==> src/rtl/cau_pkg.sv <==
package cau_pkg;

    localparam int CAU_PC_W      = 15;
    localparam int CAU_IMM_W     = 11;
    localparam int CAU_WREG_W    = 8;
    localparam int CAU_PAGE_W    = 7;
    localparam int CAU_STK_DEPTH = 16;

    typedef logic [CAU_PC_W-1:0]   pc_t;
    typedef logic [CAU_IMM_W-1:0]  imm_t;
    typedef logic [CAU_WREG_W-1:0] wreg_t;
    typedef logic [CAU_PAGE_W-1:0] page_t;

    typedef enum logic [1:0] {
        OP_SEQ      = 2'b00,
        OP_CALL_DIR = 2'b01,
        OP_CALL_IND = 2'b10,
        OP_RET      = 2'b11
    } op_e;

    typedef struct packed {
        logic push;
        logic pop;
        pc_t  wdata;
    } stk_req_t;

    // direct form: 13 meaningful bits, top two forced to zero
    function automatic pc_t dir_target(imm_t imm, page_t page);
        return {2'b00, page[4:3], imm};
    endfunction

    // indirect form: full 15 bits from page latch and working register
    function automatic pc_t ind_target(wreg_t wreg, page_t page);
        return {page, wreg};
    endfunction

endpackage

==> src/rtl/cau_target.sv <==
module cau_target
    import cau_pkg::*;
(
    input  op_e   op_i,
    input  imm_t  imm_i,
    input  wreg_t wreg_i,
    input  page_t page_i,
    output pc_t   target_o
);

    always_comb begin
        if (op_i == OP_CALL_DIR) begin
            target_o = dir_target(imm_i, page_i);
        end else begin
            target_o = ind_target(wreg_i, page_i);
        end
    end

endmodule

==> src/rtl/cau_stack.sv <==
module cau_stack #(
    parameter int DEPTH = 16,
    parameter int W     = 15
) (
    input  logic                     clk,
    input  logic                     rst,
    input  logic                     push_i,
    input  logic                     pop_i,
    input  logic [W-1:0]             wdata_i,
    output logic [W-1:0]             top_o,
    output logic [$clog2(DEPTH):0]   count_o,
    output logic                     full_o,
    output logic                     empty_o
);

    localparam int PTR_W = $clog2(DEPTH);
    localparam int CNT_W = PTR_W + 1;

    logic [W-1:0]     mem [DEPTH];
    logic [PTR_W-1:0] sp_q;      // next slot to write; ring of power-of-two size
    logic [CNT_W-1:0] cnt_q;

    assign full_o  = (cnt_q == CNT_W'(DEPTH));
    assign empty_o = (cnt_q == '0);
    assign count_o = cnt_q;
    assign top_o   = mem[sp_q - PTR_W'(1)];

    for (genvar g = 0; g < DEPTH; g++) begin : g_slot
        always_ff @(posedge clk) begin
            if (push_i && (sp_q == PTR_W'(g))) begin
                mem[g] <= wdata_i;
            end
        end
    end

    always_ff @(posedge clk) begin
        if (rst) begin
            sp_q  <= '0;
            cnt_q <= '0;
        end else if (push_i) begin
            sp_q <= sp_q + PTR_W'(1);
            if (!full_o) begin
                cnt_q <= cnt_q + CNT_W'(1);
            end
        end else if (pop_i && !empty_o) begin
            sp_q  <= sp_q - PTR_W'(1);
            cnt_q <= cnt_q - CNT_W'(1);
        end
    end

endmodule

==> src/rtl/call_addr_unit.sv <==
module call_addr_unit
    import cau_pkg::*;
#(
    parameter int STK_DEPTH = CAU_STK_DEPTH
) (
    input  logic                        clk,
    input  logic                        rst,
    input  logic [1:0]                  op_i,
    input  logic [CAU_IMM_W-1:0]        imm_i,
    input  logic [CAU_WREG_W-1:0]       wreg_i,
    input  logic [CAU_PAGE_W-1:0]       page_i,
    input  logic                        stall_i,
    output logic [CAU_PC_W-1:0]         pc_o,
    output logic                        flush_o,
    output logic [$clog2(STK_DEPTH):0]  depth_o,
    output logic                        full_o,
    output logic                        empty_o,
    output logic                        ovf_o,
    output logic                        unf_o
);

    op_e      op;
    pc_t      pc_q, pc_d, pc_inc, target, stk_top;
    logic     busy_q, busy_d;
    logic     accept, is_call, is_ret;
    logic     ovf_q, unf_q, stk_full, stk_empty;
    stk_req_t req;

    assign op     = op_e'(op_i);
    assign pc_inc = pc_q + pc_t'(1);

    cau_target u_target (
        .op_i     (op),
        .imm_i    (imm_i),
        .wreg_i   (wreg_i),
        .page_i   (page_i),
        .target_o (target)
    );

    cau_stack #(.DEPTH(STK_DEPTH), .W(CAU_PC_W)) u_stack (
        .clk     (clk),
        .rst     (rst),
        .push_i  (req.push),
        .pop_i   (req.pop),
        .wdata_i (req.wdata),
        .top_o   (stk_top),
        .count_o (depth_o),
        .full_o  (stk_full),
        .empty_o (stk_empty)
    );

    always_comb begin
        accept    = !stall_i && !busy_q;
        is_call   = accept && (op == OP_CALL_DIR || op == OP_CALL_IND);
        is_ret    = accept && (op == OP_RET);
        req.push  = is_call;
        req.pop   = is_ret && !stk_empty;
        req.wdata = pc_inc;

        busy_d = stall_i ? busy_q : is_call;

        if (stall_i || busy_q) begin
            pc_d = pc_q;
        end else if (is_call) begin
            pc_d = target;
        end else if (req.pop) begin
            pc_d = stk_top;
        end else begin
            pc_d = pc_inc;
        end
    end

    always_ff @(posedge clk) begin
        if (rst) begin
            pc_q   <= '0;
            busy_q <= 1'b0;
            ovf_q  <= 1'b0;
            unf_q  <= 1'b0;
        end else begin
            pc_q   <= pc_d;
            busy_q <= busy_d;
            ovf_q  <= is_call && stk_full;
            unf_q  <= is_ret && stk_empty;
        end
    end

    assign pc_o    = pc_q;
    assign flush_o = busy_q;
    assign full_o  = stk_full;
    assign empty_o = stk_empty;
    assign ovf_o   = ovf_q;
    assign unf_o   = unf_q;

endmodule

==> config.mk <==
export PLATFORM = sky130hd
export DESIGN_NAME = call_addr_unit
export DESIGN_NICKNAME = d
export VERILOG_FILES = /design/src/rtl/cau_pkg.sv /design/src/rtl/cau_target.sv /design/src/rtl/cau_stack.sv /design/src/rtl/call_addr_unit.sv
export SDC_FILE = /design/constraint.sdc
export NUM_CORES = 1
export LEC_CHECK = 0
export BUFFER_PORTS_ARGS = -buffer_cell sky130_fd_sc_hd__clkbuf_2
export CELL_PAD_IN_SITES_DETAIL_PLACEMENT = 0
export CELL_PAD_IN_SITES_GLOBAL_PLACEMENT = 1
export CORE_MARGIN = 4
export CORE_UTILIZATION = 57
export DETAILED_ROUTE_END_ITERATION = 10
export PLACE_DENSITY_LB_ADDON = 0.1
export SLEW_MARGIN = 15
export SYNTH_ARGS = -nofsm -noshare
export SYNTH_HDL_FRONTEND = slang
export SYNTH_SLANG_ARGS = --single-unit
==> constraint.sdc <==
create_clock -name clk -period 7.1 [get_ports clk]
set_input_delay 1.775 -clock clk [delete_from_list [all_inputs] [get_ports clk]]
set_output_delay 1.775 -clock clk [all_outputs]
set_load 0.02 [all_outputs]
==> impl_results.md <==
- Status: finished clean
- Buf/Inv on CP: 3
- Post-synthesis sequential area ratio: a little over two thirds
- Cts hold-fix bufs: 0
- I/O Pins: 56
- Design area: between 10000 and 15000 um^2
- Origin of the worst min-delay path: flush_o
- Core footprint: between 15000 and 20000 um^2
- Crit end category: register
- Post-Place Cells: 919
- Final worst-path cycle share: roughly 52%
- Max-slew violation count: 0
- Clock-pin slew on the worst setup and hold paths: approximately 60 ps
- Ys async rst share: 0%
- Reg2reg start: u_stack.sp_q[0]
- Req. time, crit path: between 7000 and 8000 ps
- Post-Synthesis Cells: between 600 and 700
- Top-count cell post-synth: edfxtp_1
- GRT Overall Usage: roughly 22%
- CP cell instances: clkbuf_2 -> inv_1 -> ha_1 -> nor3_1 -> buf_4 -> xnor2_1 -> ha_1 -> or3_1 -> a21oi_1 -> o21ai_0 -> or3_1 -> a21oi_1
- Worst skew pair latency: 530 ps
- HPWL after DPL: roughly 14000 um
- Yosys warning count: 0
- Worst-Margin Slew: around 1200 ps
- # nets final: between 700 and 800
- Pin count of the biggest net entering global routing: between 60 and 70
- Worst Skew: 15.6 ps
- Hold Path End: flush_o
- Critical Path Start Type: primary input
- Setup TNS: 0 ps
- Drt via density: 6.04
- Synth top cells by count: 240 x edfxtp_1, 62 x mux4_2, 50 x mux2i_1
- Clk sink count: ~270
- CTS tree: done
- Crit path max-delay cell type: ha_1
- EDFF count, synth: between 200 and 250
- Pwr Density: approximately 300 nW/um^2
- Number of distinct library cells after synthesis: 43
- Post-CTS resize count: 0
- Final setup fails: 0
- Fmax: between 0.2 and 0.3 GHz
- Minimum clock period: roughly 3700 ps
- #FFs+latches synth: approximately 270
- Vias in the first global route: 6001
- IO Port Bufs: 55
- CTS max path bufs: 3
- Hold depth: 2
- Crit-path leading delay family: adder cells
- Top-area cell type share of the netlist area: 65.1%
- Initial antenna violation count: 0
- R2r endpoint: pc_o[12]
- Gr busiest metal: met2
- Grt total ovfl: 0
- P_leak: 4.23 nW
- Initial Util: roughly three fifths
- Die ar.: between 20000 and 25000 um^2
- Die Ht: ~150 um
- Remaining DRCs: 0
- Avg Cell Area, Syn: between 15 and 20 um^2
- WL per Instance: between 20 and 25 um
- Relative slew slack: approximately a fifth
- WP data arrival: 4140 ps
- Met1 Usage GRT: about a third
- Area leader, netlist: edfxtp_1
- Area after DPL: 11700 um^2
- Placement Rows: 50
- Fillers: ~1300
- Non-Filler Instances: 971
- Synth Flop Type: edfxtp_1
- Largest cells by area after synthesis: edfxtp_1 65%, mux4_2 13%, dfxtp_1 4.9%
- Type of the worst min-delay path: register to register
- Post-synthesis net count: about 650
- Htree depth: 1
- Die W: ~150 um
- Final Hold Viols: 0
- First-pass GRT wire length: ~37000 um
- Worst reg-to-reg path cell count: 6
- Root buf cell: clkbuf_16
- Max VDD drop: 0.242 mV
- Peak fanout along the critical path: 17
- DR iter-0 viols: between 400 and 500
- Final core occ: approximately 67%
- Via count: between 5000 and 6000
- Fraction of layout cells with a size suffix above 1: roughly 28%
- Flop2flop setup slack: between 3000 and 4000 ps
- Critical path class: primary input to register
- CTS buffer count: 28
- Antenna-violating nets left: 0
- RSZ-0062 raised after global routing: no
- Area Overhead vs Synth: 13.9%
- Cell Area, Synth: around 11000 um^2
- # Post-CTS Setup Buffers: 0
- GR met3 Demand/Resource: under 10%
- Met2 usage: between 30 and 40%
- CP peak stage delay: 580 ps
- Drt total wl: 23900 um
- TritonRoute pass-1 iters: 5
- Fin Hold WS: between 500 and 600 ps
- GP Congestion: a little under 0.8
- MaxCap Viol Count: 0
[registers in the layout, summed over array words and instances (netlist names)]
name / flops
ovf_o: 1
unf_o: 1
flush_o: 1
u_stack.mem: 240
u_stack.count_o: 5
u_stack.sp_q: 4
pc_o: 15
[worst min-delay path: cells and delay by family (launching register included)]
kind,cells,cell delay [ps]
flops,1,350
compound gates,1,50
simple gates,1,70
[worst max path at each step]
stage	slack (ps)	end	cells past startpoint	start
after floorplan	2710	u_stack.mem[3][0]	6	op_i[1]
after global placement	2880	u_stack.count_o[4]	6	stall_i
after detailed placement	2800	u_stack.count_o[4]	6	stall_i
after CTS	3350	u_stack.count_o[4]	6	stall_i
after global routing	3140	u_stack.count_o[4]	12	op_i[1]
final	3410	u_stack.count_o[4]	12	op_i[1]
[layout make-up]
class / count / area [um^2] / area share [%]
clock inverter: 17 / 72.6 / 0.576
inverter: 10 / 37.5 / 0.298
sequential: 267 / 7750 / 61.5
timing repair buffer: 80 / 463 / 3.68
clock buffer: 34 / 744 / 5.91
antenna: 1 / 2.50 / 0.0199
tap: 260 / 325 / 2.58
multi-input combinational: 302 / 3200 / 25.4
[per-layer routing]
metal  routed length (um)  share of wire [%]
met1                10300                 43
met2                11500                 48
met3                 1680                7.0
met4                  376                1.6
met5                    0                  0
[through the flow]
stage | total power, mW | setup WS, ps
floorplan | 2.29 | 2710
global placement | 2.46 | 2880
detailed placement | 2.47 | 2800
CTS | 3.76 | 3350
global route | 3.89 | 3140
finish | 3.74 | 3410
[where the power goes]
group | total, mW | internal, mW | switching (mW) | leakage, nW
clock | 1.30 | 0.738 | 0.562 | 0.406
sequential | 1.81 | 1.77 | 0.0431 | 2.43
combinational | 0.621 | 0.269 | 0.352 | 1.39
total | 3.74 | 2.78 | 0.957 | 4.23
[cell usage in the layout (no fill, tap or decap), types with 4 or more instances in the layout]
master	n
xnor2_1	9
clkinv_1	10
mux4_2	62
edfxtp_1	240
ha_1	9
nor4_1	5
a221oi_1	15
nor3_2	5
or3_1	4
mux2i_1	50
nor2_1	40
clkinv_2	7
nor3_1	20
xor2_2	6
dfxtp_1	26
inv_1	9
buf_4	25
a21oi_1	8
clkbuf_16	29
clkbuf_2	55
o21ai_0	13
nand3_1	8
nand2_1	15
clkbuf_1	5
xor2_1	5
[cells by family after synthesis]
group,synth area share [%]
fa+ha+maj,1.13
compound gates,3.05
mux,17.1
simple gates,4.70
flops,70.0
buf+inv,2.06
xor+xnor,1.89
(Power assumes the default switching activity.)
